==> src/rtl/tlb_pkg.sv <==
package tlb_pkg;

  typedef struct packed {
    logic rd;
    logic wr;
    logic dirty;
    logic usr;
  } tlb_perm_t;

  // Access is refused by the entry's rights or by the privilege level.
  function automatic logic perm_denied(tlb_perm_t p, logic is_write, logic is_user);
    logic kind_bad;
    kind_bad = is_write ? !p.wr : !p.rd;
    return kind_bad || (is_user && !p.usr);
  endfunction

  // A permitted write to a clean page must first set the dirty bit.
  function automatic logic dirty_needed(tlb_perm_t p, logic is_write);
    return is_write && !p.dirty;
  endfunction

endpackage

==> src/rtl/tlb_entry_array.sv <==
module tlb_entry_array
  import tlb_pkg::*;
#(
  parameter int ENTRIES = 64,
  parameter int VPN_W   = 20,
  parameter int PPN_W   = 20,
  localparam int IDX_W  = (ENTRIES > 1) ? $clog2(ENTRIES) : 1
) (
  input  logic               clk,
  input  logic               rst_n,
  input  logic               flush,
  input  logic               wr_en,
  input  logic [IDX_W-1:0]   wr_idx,
  input  logic [VPN_W-1:0]   wr_vpn,
  input  logic [PPN_W-1:0]   wr_ppn,
  input  tlb_perm_t          wr_perm,
  input  logic [VPN_W-1:0]   lk_vpn,
  output logic [ENTRIES-1:0] lk_match,
  output logic [PPN_W-1:0]   lk_ppn,
  output tlb_perm_t          lk_perm,
  output logic [ENTRIES-1:0] rf_match,
  output logic [IDX_W-1:0]   rf_idx
);

  logic [ENTRIES-1:0] valid_q;
  logic [VPN_W-1:0]   vpn_q  [ENTRIES];
  logic [PPN_W-1:0]   ppn_q  [ENTRIES];
  tlb_perm_t          perm_q [ENTRIES];

  for (genvar g = 0; g < ENTRIES; g++) begin : g_ent
    assign lk_match[g] = valid_q[g] && (vpn_q[g] == lk_vpn);
    assign rf_match[g] = valid_q[g] && (vpn_q[g] == wr_vpn);

    always_ff @(posedge clk) begin
      if (!rst_n || flush) begin
        valid_q[g] <= 1'b0;
      end else if (wr_en && (wr_idx == IDX_W'(g))) begin
        valid_q[g] <= 1'b1;
        vpn_q[g]   <= wr_vpn;
        ppn_q[g]   <= wr_ppn;
        perm_q[g]  <= wr_perm;
      end
    end
  end

  // At most one entry matches, so OR-ing the masked fields selects it.
  always_comb begin
    lk_ppn  = '0;
    lk_perm = '0;
    rf_idx  = '0;
    for (int i = 0; i < ENTRIES; i++) begin
      if (lk_match[i]) begin
        lk_ppn  = lk_ppn | ppn_q[i];
        lk_perm = lk_perm | perm_q[i];
      end
      if (rf_match[i]) rf_idx = rf_idx | IDX_W'(i);
    end
  end

endmodule

==> src/rtl/tlb_victim_sel.sv <==
module tlb_victim_sel #(
  parameter int ENTRIES     = 64,
  parameter bit REPL_RANDOM = 1'b0,
  localparam int IDX_W      = (ENTRIES > 1) ? $clog2(ENTRIES) : 1
) (
  input  logic             clk,
  input  logic             rst_n,
  input  logic             flush,
  input  logic             advance,
  output logic [IDX_W-1:0] victim_idx
);

  if (REPL_RANDOM) begin : g_rand
    logic [15:0] lfsr_q;
    logic [15:0] modv;
    always_ff @(posedge clk) begin
      if (!rst_n) lfsr_q <= 16'hACE1;
      else        lfsr_q <= {lfsr_q[14:0], lfsr_q[15] ^ lfsr_q[13] ^ lfsr_q[12] ^ lfsr_q[10]};
    end
    assign modv       = lfsr_q % 16'(ENTRIES);
    assign victim_idx = modv[IDX_W-1:0];
  end else begin : g_fifo
    logic [IDX_W-1:0] ptr_q;
    always_ff @(posedge clk) begin
      if (!rst_n || flush)              ptr_q <= '0;
      else if (advance) begin
        if (ptr_q == IDX_W'(ENTRIES-1)) ptr_q <= '0;
        else                            ptr_q <= ptr_q + 1'b1;
      end
    end
    assign victim_idx = ptr_q;
  end

endmodule

==> src/rtl/tlb_perm_check.sv <==
module tlb_perm_check
  import tlb_pkg::*;
(
  input  logic      lk_valid,
  input  logic      match_any,
  input  tlb_perm_t perm,
  input  logic      is_write,
  input  logic      is_user,
  output logic      res_hit,
  output logic      res_miss,
  output logic      res_fault,
  output logic      res_dirty
);

  logic denied;
  logic dirty_req;

  assign denied    = perm_denied(perm, is_write, is_user);
  assign dirty_req = dirty_needed(perm, is_write);

  assign res_miss  = lk_valid && !match_any;
  assign res_fault = lk_valid && match_any && denied;
  assign res_dirty = lk_valid && match_any && !denied && dirty_req;
  assign res_hit   = lk_valid && match_any && !denied && !dirty_req;

endmodule

==> src/rtl/tlb_xlate.sv <==
module tlb_xlate
  import tlb_pkg::*;
#(
  parameter int ENTRIES     = 64,
  parameter int VPN_W       = 20,
  parameter int PPN_W       = 20,
  parameter int OFF_W       = 12,
  parameter bit REPL_RANDOM = 1'b0,
  localparam int IDX_W      = (ENTRIES > 1) ? $clog2(ENTRIES) : 1,
  localparam int PA_W       = PPN_W + OFF_W
) (
  input  logic             clk,
  input  logic             rst_n,
  input  logic             flush,
  input  logic             lk_valid,
  input  logic [VPN_W-1:0] lk_vpn,
  input  logic [OFF_W-1:0] lk_offset,
  input  logic             lk_write,
  input  logic             lk_user,
  output logic             lk_hit,
  output logic             lk_miss,
  output logic             lk_prot_fault,
  output logic             lk_dirty_upd,
  output logic [PA_W-1:0]  lk_paddr,
  input  logic             rf_valid,
  input  logic [VPN_W-1:0] rf_vpn,
  input  logic [PPN_W-1:0] rf_ppn,
  input  logic             rf_read_ok,
  input  logic             rf_write_ok,
  input  logic             rf_dirty,
  input  logic             rf_user_ok
);

  // Named internal events, brought out for the checker.
  logic [ENTRIES-1:0] match_vec;
  logic [ENTRIES-1:0] rf_match_vec;
  logic               match_any;
  logic               rf_match_any;
  logic [IDX_W-1:0]   rf_match_idx;
  logic [IDX_W-1:0]   victim_idx;
  logic [IDX_W-1:0]   wr_idx;
  logic               wr_en;
  logic               fifo_adv;
  logic [PPN_W-1:0]   sel_ppn;
  tlb_perm_t          sel_perm;
  tlb_perm_t          rf_perm;

  assign rf_perm      = '{rd: rf_read_ok, wr: rf_write_ok, dirty: rf_dirty, usr: rf_user_ok};
  assign match_any    = |match_vec;
  assign rf_match_any = |rf_match_vec;
  assign wr_en        = rf_valid && !flush;
  assign fifo_adv     = wr_en && !rf_match_any;
  assign wr_idx       = rf_match_any ? rf_match_idx : victim_idx;

  tlb_entry_array #(.ENTRIES(ENTRIES), .VPN_W(VPN_W), .PPN_W(PPN_W)) u_array (
    .clk      (clk),
    .rst_n    (rst_n),
    .flush    (flush),
    .wr_en    (wr_en),
    .wr_idx   (wr_idx),
    .wr_vpn   (rf_vpn),
    .wr_ppn   (rf_ppn),
    .wr_perm  (rf_perm),
    .lk_vpn   (lk_vpn),
    .lk_match (match_vec),
    .lk_ppn   (sel_ppn),
    .lk_perm  (sel_perm),
    .rf_match (rf_match_vec),
    .rf_idx   (rf_match_idx)
  );

  tlb_victim_sel #(.ENTRIES(ENTRIES), .REPL_RANDOM(REPL_RANDOM)) u_victim (
    .clk        (clk),
    .rst_n      (rst_n),
    .flush      (flush),
    .advance    (fifo_adv),
    .victim_idx (victim_idx)
  );

  tlb_perm_check u_perm (
    .lk_valid  (lk_valid),
    .match_any (match_any),
    .perm      (sel_perm),
    .is_write  (lk_write),
    .is_user   (lk_user),
    .res_hit   (lk_hit),
    .res_miss  (lk_miss),
    .res_fault (lk_prot_fault),
    .res_dirty (lk_dirty_upd)
  );

  assign lk_paddr = lk_hit ? {sel_ppn, lk_offset} : '0;

endmodule

==> config.mk <==
export PLATFORM = sky130hd
export DESIGN_NAME = tlb_xlate
export DESIGN_NICKNAME = d
export VERILOG_FILES = /design/src/rtl/tlb_pkg.sv /design/src/rtl/tlb_entry_array.sv /design/src/rtl/tlb_victim_sel.sv /design/src/rtl/tlb_perm_check.sv /design/src/rtl/tlb_xlate.sv
export SDC_FILE = /design/constraint.sdc
export NUM_CORES = 2
export LEC_CHECK = 0
export BUFFER_PORTS_ARGS = -buffer_cell sky130_fd_sc_hd__buf_2
export CAP_MARGIN = 0
export CORE_MARGIN = 2
export CORE_UTILIZATION = 45
export CTS_CLUSTER_SIZE = 10
export DETAILED_ROUTE_END_ITERATION = 8
export PLACE_DENSITY_LB_ADDON = 0.25
export SLEW_MARGIN = 20
export SYNTH_ARGS = -nofsm -noshare
export SYNTH_HDL_FRONTEND = slang
export SYNTH_HIERARCHICAL = 1
export SYNTH_SLANG_ARGS = --single-unit
==> constraint.sdc <==
create_clock -name clk -period 13.1 [get_ports clk]
set_input_delay 0.655 -clock clk [delete_from_list [all_inputs] [get_ports clk]]
set_output_delay 0.655 -clock clk [all_outputs]
set_load 0.01 [all_outputs]
==> flow_summary.yaml <==
critical_path:
  critical_path.most_common_cell: "buf_4"
  critical-path-slowest-cell: "nor4_2"
  cp_data_arrival_time_ns: 6.27
  crit_type: "input pin to primary output"
  end_kind: "primary output"
  worstSetupStartpointType: "input pin"
  critPathRequiredTime_ns: 12.44
  timing.critical_path.fanout_max: 25
  critPathMaxStageDelay_ns: 0.92
  critical_path_cell_by_cell: "buf_6, buf_4, buf_4, xor2_1, nor4_1, and3_1, buf_4, nand3_1, nand4_1, nor4_2, nand4_1, nor2b_1, nor4b_4, buf_8, and2_1, buf_2"
synthesis:
  syn_area_per_cell_um2: 13.97
  ys_seq_elements: 2886
  async_flop_share_pct: 0
  syn-num-nets: 9556
  top_cells_by_area_in_the_synthesized_netlist: "edfxtp_1, xnor2_1, nand3_1"
  synth_enable_flop_cells: 2816
  synth_top_area_share_pct: 63.93
  synthCells: 9472
  ys.warnings.count: 6
  netlist_top_cells_count: "edfxtp_1, xnor2_1, nand3_1, nand4_1, xor2_1"
  yosys.cell_count.top_type: "edfxtp_1"
  synthesis.area_um2: 132300
  yosysUniqueCellTypes: 53
  yosysSeqAreaShare_pct: 64.98
  yosysTopAreaCell: "edfxtp_1"
  ys_dominant_reg_cell: "edfxtp_1"
power:
  p_per_cell_area_nw_per_um2: 132.8
  power.static_leakage_nw: 45.89
  ir_drop_uv: 101.3
placement:
  port_buffers: 118
  placed_wire_length_estimate_um: 262600
  finalWeightedCongestion: 0.9478
  placedInstanceArea_um2: 137300
  dp_slack_ns: 5.907
final_layout:
  areaGrowthSynthToFinish_pct: 10.87
  design_area_um2: 146700
  layout-drive-gt1-share_pct: 9.925
  nNetsFinal: 9685
clock_network:
  cts_tree: "done"
  post_cts_resize_count: 0
  tritoncts.num_buffers: 335
  cts_num_sinks: 2886
  cts_setup_buffers: 0
  cts-htree-levels: 5
  worstSkewPairLatency_ns: 0.92
  worst_path_clk_slew_ns: 0.05
  hold_fix_buffers_at_cts: 0
  cts.root.buffer_cell: "clkbuf_16"
  cts_buffer_depth: 4
global_route:
  grt_start_max_net_pins: 87
  first_global_vias: 86210
  grt_remaining_overflow: 0
  grt_pass1_wl_um: 641900
  grt_usage_pct: 30.04
  initial_antenna_violation_count: 21
routing:
  1st_pass_router_iterations: 9
  drt-initial-drc-count: 11910
  route.detailed.vias_per_inst: 6.289
  ant_nets: 0
  via_count: 86020
  drc: 0
  postRouteWirelength_um: 460800
  wire_per_inst_um: 33.69
run_status:
  run_status: "finished clean"
timing:
  unrepaired_setup_endpoints_after_global_routing: "no"
  maxSlewViolCount: 0
  worst_hold_slack_ns: 0.1545
  final-hold-violation-count: 0
  maxClockFrequency_ghz: 0.1445
  worst_pin_slew_ns: 1.320
  aggregate_negative_setup_slack_ns: 0
  period_minus_slack_ns: 6.922
  post-route-period-util_pct: 52.84
  final.setup_skew_ns: 0.06134
  worst_case_setup_margin_in_the_final_layout_ns: 6.178
  setup_viol_count_final: 0
  slew-limit-headroom_pct: 11.17
die:
  io_pins: 119
  placeableCoreArea_um2: 293100
  die_y_um: 546.2
  die_width_um: 546.2
  initial_core_util_pct: 45.14
  fp-row-count: 199
  die_area_um2: 298300
flow_run:
  max_cap_violations: 0
worst_hold_path:
  min-delay-path-class: "input pin to flip-flop"
==> logic make-up (layout without fill, tap and decap cells) <==
| kind of cell | count (synthesis) | after routing | synth area share, % |
|---|---|---|---|
| buffers and inverters | 703 | 984 | 3.126 |
| XOR/XNOR | 2553 | 2553 | 16.90 |
| adder cells (fa/ha/maj) | 1 | 1 | 0.009457 |
| other | 0 | 6 | 0 |
| multiplexers | 8 | 8 | 0.06904 |
| flip-flops | 2886 | 2886 | 64.98 |
| AO/OA/AOI/OAI | 104 | 104 | 0.6158 |
| AND/OR/NAND/NOR | 3217 | 3217 | 14.29 |
==> stage by stage <==
stage | util (%) | total power, mW | std cells
after global placement | 46.86 | 11.31 | 13180
final | 50.05 | 19.48 | 13680
after detailed placement | 46.86 | 11.32 | 13180
after CTS | 50.01 | 19.54 | 13670
after global routing | 50.04 | 19.94 | 13670
after floorplan | - | 10.90 | 9472
==> path summary, 6_finish.rpt <==
path / from / endpoint / slack [ns] / cells after the start
worst max-delay path: lk_vpn[10] / lk_paddr[19] / 6.18 / 16
worst min-delay path: rf_ppn[5] / u_array/ppn_q[0][545] / 0.15 / 1
worst max register to register: u_array/vpn_q[0][629] / u_array/ppn_q[1][238] / 7.46 / 13
worst min register to register: u_array/valid_q[60] / u_array/valid_q[60] / 0.47 / 1
==> report_power, final <==
part	switching [mW]	internal [mW]	total [mW]
Combinational	0.724	0.290	1.01
Sequential	0.00170	10.1	10.1
Clock	3.58	4.75	8.33
Total	4.31	15.2	19.5
==> cell type report <==
cell class                      instances  area (um^2)
Multi-Input combinational cell       5883        42970
Timing Repair Buffer                  415         3266
Inverter                               80        300.3
Antenna cell                            6        15.01
Sequential cell                      2886        85960
Clock inverter                         18        225.2
Fill cell                           24640       146400
Clock buffer                          471         9020
Tap cell                             3919         4903
==> routing by layer <==
layer | global-route usage, % | up-vias | share of wire, %
met4 | 14.20 | 12 | 5.1
met2 | 48.79 | 5171 | 47
met1 | 38.05 | 44090 | 37
met5 | 0.1923 | - | 0.066
met3 | 6.900 | 1061 | 10
li1 | - | 35690 | -
==> registers in the layout (all words and copies together) (netlist names) <==
name and cells:
u_array/ppn_q 1280, u_array/vpn_q 1280, u_array/perm_q 256, u_array/valid_q 64
u_victim/victim_idx 6
==> critical path: cells and delay by family <==
| family | cells | cell delay [ns] |
|---|---|---|
| buffers and inverters | 6 | 2.36 |
| AND/OR/NAND/NOR | 9 | 2.91 |
| XOR/XNOR | 1 | 0.22 |
==> cell usage in the layout (no fill, tap or decap), drive strengths merged, types with 5 or more instances in the layout <==
master	count
a21o	64
a32oi	24
and2	97
and3	64
buf	395
clkbuf	491
clkinv	8
dfxtp	70
diode	6
edfxtp	2816
inv	89
mux2	6
nand2	22
nand3	1604
nand4	893
nand4b	5
nor2	72
nor2b	8
nor4	435
xnor2	1987
xor2	566
Power figures use the tool's default switching activity.
